==> config.mk <==
export PLATFORM = sky130hd
export DESIGN_NAME = fis_dma_regs
export DESIGN_NICKNAME = d
export VERILOG_FILES = /design/src/rtl/fis_regs_pkg.sv /design/src/rtl/fis_addr_reg.sv /design/src/rtl/fis_irq_ctl.sv /design/src/rtl/fis_rx_status.sv /design/src/rtl/fis_dma_regs.sv
export SDC_FILE = /design/constraint.sdc
export NUM_CORES = 1
export LEC_CHECK = 0
export ABC_AREA = 1
export BUFFER_PORTS_ARGS = -buffer_cell sky130_fd_sc_hd__buf_2
export CELL_PAD_IN_SITES_DETAIL_PLACEMENT = 0
export CELL_PAD_IN_SITES_GLOBAL_PLACEMENT = 2
export CORE_MARGIN = 3
export CORE_UTILIZATION = 27
export DETAILED_ROUTE_END_ITERATION = 12
export PLACE_DENSITY = 0.76
export SLEW_MARGIN = 10
export SYNTH_ARGS = -nofsm -noshare
export SYNTH_HDL_FRONTEND = slang
export SYNTH_HIERARCHICAL = 1
export SYNTH_SLANG_ARGS = --single-unit
==> constraint.sdc <==
create_clock -name clk -period 2.05 [get_ports clk]
set_input_delay 0.1025 -clock clk [delete_from_list [all_inputs] [get_ports clk]]
set_output_delay 0.1025 -clock clk [all_outputs]
set_load 0.1 [all_outputs]
==> src/rtl/fis_regs_pkg.sv <==
package fis_regs_pkg;
  localparam int OFS_W = 5;

  // write-side decode
  localparam logic [OFS_W-1:0] WOFS_TXA  = 5'h00;
  localparam logic [OFS_W-1:0] WOFS_RXF  = 5'h04;
  localparam logic [OFS_W-1:0] WOFS_CTRL = 5'h08;
  localparam logic [OFS_W-1:0] WOFS_RXD  = 5'h0C;
  localparam logic [OFS_W-1:0] WOFS_ICLR = 5'h10;

  // read-side decode
  localparam logic [OFS_W-1:0] ROFS_ERR  = 5'h04;
  localparam logic [OFS_W-1:0] ROFS_STAT = 5'h0C;

  // bit positions
  localparam int CB_HWRST  = 31;
  localparam int CB_START  = 30;
  localparam int CB_ISDATA = 29;
  localparam int IB_D2H    = 31;
  localparam int IB_H2D    = 30;
  localparam int IB_TYPE   = 29;
  localparam int EB_MIS    = 16;
  localparam int EB_BUSY   = 17;
  localparam int SB_TYPE   = 31;

  localparam int NUM_ADDR = 3;
  localparam int NUM_IRQ  = 2;
  localparam int IRQ_D2H  = 0;
  localparam int IRQ_H2D  = 1;

  typedef struct packed {
    logic        hw_reset;
    logic        start;
    logic        is_data;
    logic [15:0] len;
  } ctrl_word_t;

  function automatic ctrl_word_t unpack_ctrl(input logic [31:0] w);
    ctrl_word_t c;
    c.hw_reset = w[CB_HWRST];
    c.start    = w[CB_START];
    c.is_data  = w[CB_ISDATA];
    c.len      = w[15:0];
    return c;
  endfunction
endpackage

==> src/rtl/fis_addr_reg.sv <==
module fis_addr_reg #(
  parameter int AW    = 32,
  parameter int ALIGN = 9
) (
  input  logic          clk,
  input  logic          rst,
  input  logic          we,
  input  logic [AW-1:0] wdata,
  output logic [AW-1:0] addr_q,
  output logic          misalign
);
  localparam int HI_W = AW - ALIGN;

  logic [HI_W-1:0] hi_q;

  always_ff @(posedge clk) begin
    if (rst)     hi_q <= '0;
    else if (we) hi_q <= wdata[AW-1:ALIGN];
  end

  assign addr_q   = {hi_q, {ALIGN{1'b0}}};
  assign misalign = we && (|wdata[ALIGN-1:0]);
endmodule

==> src/rtl/fis_irq_ctl.sv <==
module fis_irq_ctl #(
  parameter int N = 2
) (
  input  logic         clk,
  input  logic         rst,
  input  logic [N-1:0] set,
  input  logic [N-1:0] clr,
  output logic [N-1:0] irq
);
  for (genvar i = 0; i < N; i++) begin : g_line
    always_ff @(posedge clk) begin
      if (rst)         irq[i] <= 1'b0;
      else if (set[i]) irq[i] <= 1'b1;
      else if (clr[i]) irq[i] <= 1'b0;
    end
  end
endmodule

==> src/rtl/fis_rx_status.sv <==
module fis_rx_status #(
  parameter int CNT_W = 24
) (
  input  logic             clk,
  input  logic             rst,
  input  logic             word_stb,
  input  logic             cnt_clr,
  input  logic             type_vld,
  input  logic             type_nondata,
  input  logic             type_clr,
  output logic [CNT_W-1:0] count,
  output logic             fis_type
);
  always_ff @(posedge clk) begin
    if (rst)           count <= '0;
    else if (cnt_clr)  count <= '0;
    else if (word_stb) count <= count + 1'b1;
  end

  always_ff @(posedge clk) begin
    if (rst)           fis_type <= 1'b0;
    else if (type_vld) fis_type <= type_nondata;
    else if (type_clr) fis_type <= 1'b0;
  end
endmodule

==> src/rtl/fis_dma_regs.sv <==
module fis_dma_regs
  import fis_regs_pkg::*;
#(
  parameter int MAW   = 32,
  parameter int ALIGN = 9,
  parameter int LEN_W = 16,
  parameter int CNT_W = 24,
  parameter int ERR_W = 8
) (
  input  logic             clk,
  input  logic             rst,
  input  logic [OFS_W-1:0] bus_addr,
  input  logic             bus_wr,
  input  logic             bus_rd,
  input  logic [31:0]      bus_wdata,
  output logic [31:0]      bus_rdata,
  input  logic             tx_busy,
  input  logic             tx_done,
  input  logic             rx_done,
  input  logic             rx_word,
  input  logic             rx_type_vld,
  input  logic             rx_type_nondata,
  input  logic             err_vld,
  input  logic [ERR_W-1:0] err_code,
  output logic [MAW-1:0]   tx_addr,
  output logic [MAW-1:0]   rxf_addr,
  output logic [MAW-1:0]   rxd_addr,
  output logic             tx_start,
  output logic             tx_is_data,
  output logic [LEN_W-1:0] tx_len,
  output logic             hw_reset,
  output logic             irq_d2h,
  output logic             irq_h2d
);
  // write decode
  logic wr_ctrl, wr_iclr;
  logic [NUM_ADDR-1:0] wr_addr_sel;
  logic [NUM_ADDR-1:0] mis_hit;
  logic [MAW-1:0]      addr_q [NUM_ADDR];

  assign wr_ctrl        = bus_wr && (bus_addr == WOFS_CTRL);
  assign wr_iclr        = bus_wr && (bus_addr == WOFS_ICLR);
  assign wr_addr_sel[0] = bus_wr && (bus_addr == WOFS_TXA);
  assign wr_addr_sel[1] = bus_wr && (bus_addr == WOFS_RXF);
  assign wr_addr_sel[2] = bus_wr && (bus_addr == WOFS_RXD);

  for (genvar i = 0; i < NUM_ADDR; i++) begin : g_addr
    fis_addr_reg #(.AW(MAW), .ALIGN(ALIGN)) u_areg (
      .clk      (clk),
      .rst      (rst),
      .we       (wr_addr_sel[i]),
      .wdata    (bus_wdata[MAW-1:0]),
      .addr_q   (addr_q[i]),
      .misalign (mis_hit[i])
    );
  end

  assign tx_addr  = addr_q[0];
  assign rxf_addr = addr_q[1];
  assign rxd_addr = addr_q[2];

  // control word handling
  ctrl_word_t cw;
  logic start_ok, start_rej, hwrst_req;

  assign cw        = unpack_ctrl(bus_wdata);
  assign start_ok  = wr_ctrl && cw.start && !tx_busy;
  assign start_rej = wr_ctrl && cw.start && tx_busy;
  assign hwrst_req = wr_ctrl && cw.hw_reset;

  always_ff @(posedge clk) begin
    if (rst) begin
      tx_start   <= 1'b0;
      hw_reset   <= 1'b0;
      tx_is_data <= 1'b0;
      tx_len     <= '0;
    end else begin
      tx_start <= start_ok;
      hw_reset <= hwrst_req;
      if (wr_ctrl && !start_rej) begin
        tx_is_data <= cw.is_data;
        tx_len     <= cw.len[LEN_W-1:0];
      end
    end
  end

  // sticky error flags and captured error code
  logic             mis_flag, busy_flag;
  logic [ERR_W-1:0] err_q;

  always_ff @(posedge clk) begin
    if (rst) begin
      mis_flag  <= 1'b0;
      busy_flag <= 1'b0;
      err_q     <= '0;
    end else begin
      if (|mis_hit)       mis_flag <= 1'b1;
      else if (hwrst_req) mis_flag <= 1'b0;
      if (start_rej)      busy_flag <= 1'b1;
      else if (hwrst_req) busy_flag <= 1'b0;
      if (err_vld)        err_q <= err_code;
    end
  end

  // receive status
  logic [CNT_W-1:0] rx_cnt;
  logic             rx_type_q;

  fis_rx_status #(.CNT_W(CNT_W)) u_rxs (
    .clk          (clk),
    .rst          (rst),
    .word_stb     (rx_word),
    .cnt_clr      (wr_ctrl),
    .type_vld     (rx_type_vld),
    .type_nondata (rx_type_nondata),
    .type_clr     (wr_iclr && bus_wdata[IB_TYPE]),
    .count        (rx_cnt),
    .fis_type     (rx_type_q)
  );

  // interrupts
  logic [NUM_IRQ-1:0] irq_set, irq_clr, irq_q;

  assign irq_set[IRQ_D2H] = rx_done;
  assign irq_set[IRQ_H2D] = tx_done;
  assign irq_clr[IRQ_D2H] = wr_iclr && bus_wdata[IB_D2H];
  assign irq_clr[IRQ_H2D] = wr_iclr && bus_wdata[IB_H2D];

  fis_irq_ctl #(.N(NUM_IRQ)) u_irq (
    .clk (clk),
    .rst (rst),
    .set (irq_set),
    .clr (irq_clr),
    .irq (irq_q)
  );

  assign irq_d2h = irq_q[IRQ_D2H];
  assign irq_h2d = irq_q[IRQ_H2D];

  // read decode, registered
  logic [31:0] rd_word;

  always_comb begin
    rd_word = '0;
    case (bus_addr)
      ROFS_ERR: begin
        rd_word[ERR_W-1:0] = err_q;
        rd_word[EB_MIS]    = mis_flag;
        rd_word[EB_BUSY]   = busy_flag;
      end
      ROFS_STAT: begin
        rd_word[CNT_W-1:0] = rx_cnt;
        rd_word[SB_TYPE]   = rx_type_q;
      end
      default: rd_word = '0;
    endcase
  end

  always_ff @(posedge clk) begin
    if (rst)         bus_rdata <= '0;
    else if (bus_rd) bus_rdata <= rd_word;
    else             bus_rdata <= '0;
  end
endmodule

# Word level (Yosys, flattened, before mapping)
# Cells that the tools add are included.
# Widths: inputs -> output; s select.
[word_totals]
inputBits = 56
word_cells = 64
regBits = 157
output_inout_bits = 149
[op_classes]
bitwise = 2
eq_ne = 4
n_reduce_logical = 29
addsub = 1
mux = 11
[ops]
columns = ["operator", "count"]
rows = [
  ["$add 24x1->24 const B", 1],
  ["$logic_and 1x1->1", 16],
  ["$pmux 8 s2", 1],
  ["$eq 5x4->1 const B", 2],
  ["$reduce_bool 2->1", 5],
  ["$mux 1", 9],
  ["$reduce_or 9->1", 1],
  ["$reduce_or 3->1", 2],
  ["$eq 5x3->1 const B", 1],
  ["$eq 5x5->1 const B", 1],
  ["$logic_not 5->1", 1],
  ["$pmux 2 s2", 1],
  ["$reduce_or 2->1", 2],
  ["$logic_not 1->1", 2],
  ["$not 1->1", 2],
]

# Longest topological paths before layout
[depth]
word_depth = 6
ltp_mapped = 9
depth_no_buf = 8

# Cells and area by module
# The synthesis kept the hierarchy.
[by_module_without_submodules]
columns = ["mod", "cells_each", "area_per_inst_um2", "n_inst", "seq_area_each_um2"]
rows = [
  ["fis_addr_reg", 118, 927.1, 3, 460.4],
  ["fis_dma_regs", 308, 2230.9, 1, 1081.0],
  ["fis_rx_status", 197, 1310.0, 1, 500.5],
  ["fis_irq_ctl", 10, 72.6, 1, 40.0],
]

# Least setup slack after synthesis
# No wires, ideal clock.
[synth_path]
path_kind = "in2reg"
startpoint = "in bus_addr[1]"
endpoint = "reg mis_flag"
setup_ps = 70
arrival_time_ps = 1384
cell_stages = 8
required_ps = 1980
slack_ps = 596
n_path_buf = 1
cell_sequence = "nor2_4 > nand3_1 > nor3_1 > inv_2 > buf_6 > nor2_1 > nor3_1 > a21oi_1"
[synth_via]
elab_chain_cells = 5
word_cells_on_any_way = 15
cone_classes = "eq/ne (3); mux (1); reduce/logical (11)"
[synth_rtl]
columns = ["element", "line_no", "source"]
rows = [
  ["from (decl)", "fis_dma_regs.sv:12", "input logic [OFS_W-1:0] bus_addr,"],
  ["$logic_not 5->1 *", "fis_dma_regs.sv:43", "assign wr_addr_sel[0] = bus_wr && (bus_addr == WOFS_TXA);"],
  ["$logic_and 1x1->1 *", "fis_dma_regs.sv:43", ""],
  ["net wr_addr_sel[0]", "fis_dma_regs.sv:37", "logic [NUM_ADDR-1:0] wr_addr_sel;"],
  ["$logic_and 1x1->1 *", "fis_addr_reg.sv:22", "assign misalign = we && (|wdata[ALIGN-1:0]);"],
  ["net mis_hit[0]", "fis_dma_regs.sv:38", "logic [NUM_ADDR-1:0] mis_hit;"],
  ["$reduce_or 3->1 *", "fis_dma_regs.sv:97", "if (|mis_hit) mis_flag <= 1'b1;"],
  ["$mux 1 / $reduce_bool 2->1 (equally long branches)", "-", ""],
  ["to (signal assigned)", "fis_dma_regs.sv:93", "mis_flag <= 1'b0;"],
  ["to (signal assigned)", "fis_dma_regs.sv:97", ""],
  ["to (signal assigned)", "fis_dma_regs.sv:98", "else if (hwrst_req) mis_flag <= 1'b0;"],
  ["to (decl)", "fis_dma_regs.sv:88", "logic mis_flag, busy_flag;"],
]
# The timed path passes the listed nets; every way through them passes the cells marked *.
# A chain may end at the register's enable or synchronous reset.

# Worst setup path after layout
[layout_path]
startpoint = "in rst"
endpoint = "reg u_rxs.count[3]"
[layout_via]
elab_chain_cells = 1
[layout_rtl]
columns = ["element", "line_no", "source"]
rows = [
  ["from (decl)", "fis_dma_regs.sv:11", "input logic rst,"],
  ["$reduce_or 2->1 (no source line)", "-", ""],
  ["to (signal assigned)", "fis_rx_status.sv:17", "else if (word_stb) count <= count + 1'b1;"],
  ["to (decl)", "fis_rx_status.sv:11", "output logic [CNT_W-1:0] count,"],
]
# Every way passes these cells.

==> metrics.txt <==
outcome completed; wire length of the first global-routing pass 30.02 mm; NumNets Final 1128; Max Cap Violations 0; final wirelength 18.92 mm; layout cells sized above 1 23.55%; relative slew slack 42.71%; Max Buffers Root-to-Sink 2; Initial Utilization 27.82%; Post-DP Area 7352 um2; peak fanout along the critical path 19; top-level I/O count 205; Setup Crit Path Kind in2reg; CTS tree done; Crit path required time 2.42 ns; total gr overflow 0; fin. max-slew vios 0; TritonCTS Buffers 17; htree depth 4; Multi-input gate area 2626 um2; Hold Vio Cnt, Final 0; post-DP HPWL 13.74 mm; leak pwr 3.601 nW; Core ar. 22980 um2; met1 WL 9.170 mm; post-synthesis xor/xnor area fraction 0.1370%; Sink Count 150; Placer Congestion 0.7698; drc violations 0; largest family of logic cells by synthesized area simple AND/OR/NAND/NOR gates; CTS root buffer clkbuf_16; synthesized instance count 869; die area 25570 um2; DR vias 5759; highest-count cells in the layout ignoring fill and taps 239 x nand2_1, 170 x buf_2, 150 x dfxtp_1; crit start category input port; Hold Crit Depth 2; final setup skew 0.005184 ns; Worst Tran Pin Value 0.8594 ns; # diodes 0; Power per Cell Area 821.2 nW/um2; Total GRT Usage 14.79%; multiplexer share of the synthesized area 0%; Final period util 84.76%; vias per inst 4.125; Fmax 0.5755 GHz; Reg area 3003 um2; Unique masters post-synth 32; DRT Pass-1 Iters 4; Layout Cell Area excl Fill 8319 um2; row cnt 55; PortBufs 170; CTS clk-pin slew, worst paths 0.06 ns; P&R area growth vs syn 30.09%; Yosys warnings 6; initial antenna violation count 0; Post-Syn Area 6395 um2; Antenna Nets Post-Route 0; Adder-Cell Fraction of Synth Area 0.1957%; commonest non-fill, non-tap cell in the layout nand2_1; top sig layer met4; VDD IR-drop max 429.6 uV; Filler cells 2565; post-synthesis register bit count 150; clk_lat worst skew 0.42 ns; met3 WL 932 um; vias in the first global route 5488; Arr. time, crit path 2.10 ns; Syn Area/Cell 7.359 um2; met2 routed WL 8.624 mm; final setup fails 0; CP endpoint kind flip-flop; PostCTS Resize Cnt 0; Compound-Gate Fraction of Synth Area 12.64%; RSZ-0062 raised after global routing no; register area share after synthesis 46.96%; largest net degree at the start of global routing 74; setup TNS 0 ns; HP Class in2reg; fin crit period 1.738 ns; Final Core Density 36.19%; r2r worst-path depth 8; total power 6.832 mW; routed len/inst 13.55 um; DRT iter0 DRCs 236; Synth Area in Simple Gates 25.94%; Die Y 159.9 um; Die Width 159.9 um
## final cells by class
class / count / area share [%]
Clock buffer: 18 / 5.279
Clock inverter: 13 / 1.775
Inverter: 106 / 4.783
Multi-Input combinational cell: 577 / 31.57
Sequential cell: 150 / 36.10
Tap cell: 313 / 4.707
Timing Repair Buffer: 219 / 15.79
## synth_stat cells
| cell type | count | area (um2) |
|---|---|---|
| a21oi_1 | 86 | 430.4 |
| a21oi_2 | 9 | 78.83 |
| a22oi_1 | 1 | 7.510 |
| and3_1 | 1 | 6.260 |
| buf_1 | 2 | 7.510 |
| buf_2 | 5 | 25.02 |
| buf_4 | 35 | 262.8 |
| buf_6 | 14 | 157.7 |
| clkbuf_1 | 10 | 37.54 |
| conb_1 | 4 | 15.01 |
| dfxtp_1 | 150 | 3003 |
| ha_1 | 1 | 12.51 |
| inv_1 | 99 | 371.6 |
| inv_2 | 7 | 26.28 |
| nand2_1 | 239 | 897.1 |
| nand2_2 | 9 | 56.30 |
| nand2_4 | 1 | 11.26 |
| nand3_1 | 19 | 95.09 |
| nand3_2 | 2 | 20.02 |
| nand4_1 | 4 | 25.02 |
| nor2_1 | 111 | 416.7 |
| nor2_2 | 3 | 18.77 |
| nor2_4 | 6 | 67.56 |
| nor3_1 | 4 | 20.02 |
| nor3b_2 | 2 | 25.02 |
| o211ai_1 | 17 | 127.6 |
| o21a_1 | 2 | 15.01 |
| o21ai_0 | 16 | 80.08 |
| o21ai_2 | 1 | 8.760 |
| o21bai_1 | 1 | 7.510 |
| o31ai_1 | 7 | 52.55 |
| xor2_1 | 1 | 8.760 |
## power breakdown
group / total (mW) / internal, mW / switching, mW
registers: 2.96 / 2.95 / 0.0150
clock network: 3.12 / 1.83 / 1.29
logic: 0.750 / 0.147 / 0.603
## path summary, 6_finish.rpt
check,to,from,slack (ns)
worst max register to register,u_rxs/count[20],u_rxs/count[1],0.53
worst max-delay path,u_rxs/count[3],rst,0.31
worst min register to register,bus_rdata[31],u_rxs/fis_type,0.43
worst min-delay path,u_rxs/count[0],rx_word,0.04
## critical path, stage by stage
cell	delay, ns
dlygate4sd3_1	0.56
buf_2	0.17
nor2_2	0.63
inv_1	0.31
a21oi_1	0.20
o21a_1	0.13
## cell families (layout without fill, tap and decap cells)
group	count (synthesis)	in the layout
AOI/OAI and AO/OA	140	140
xor gates and xnor gates	1	1
adders and majority gates	1	1
buffers and inverters	172	356
DFF	150	150
other	4	34
and+or+nand+nor	401	401
## registers in the layout, indices dropped and copies added, names as in the netlist
| register | cells |
|---|---|
| u_rxs/fis_type | 1 |
| tx_start | 1 |
| bus_rdata | 25 |
| u_rxs/count | 24 |
| tx_len | 16 |
| err_q | 8 |
| mis_flag | 1 |
| hw_reset | 1 |
| u_irq/irq | 2 |
| busy_flag | 1 |
| g_addr.u_areg/hi_q | 69 |
| tx_is_data | 1 |
## routing by layer
| metal | up-vias | GRT usage (%) |
|---|---|---|
| li1 | 3041 | - |
| met3 | 13 | 3.813 |
| met5 | - | 0 |
| met2 | 140 | 23.86 |
| met1 | 2565 | 19.51 |
| met4 | 0 | 4.458 |
## what timing repair did
item,in CTS,in global routing
hold buffers,38,0
endpoints found under the hold margin,84,0
setup buffers,0,0
## through the flow
stage / worst slack (ns) / cells / hold WS [ns]
floorplan: 0.5963 / 899 / 0.1716
global placement: 0.2472 / 1327 / 0.3387
detailed placement: 0.2069 / 1327 / 0.3328
CTS: 0.2536 / 1396 / 0.01981
global route: 0.1298 / 1396 / 0.04879
finish: 0.3125 / 1396 / 0.03938
(Power assumes the default switching activity.)
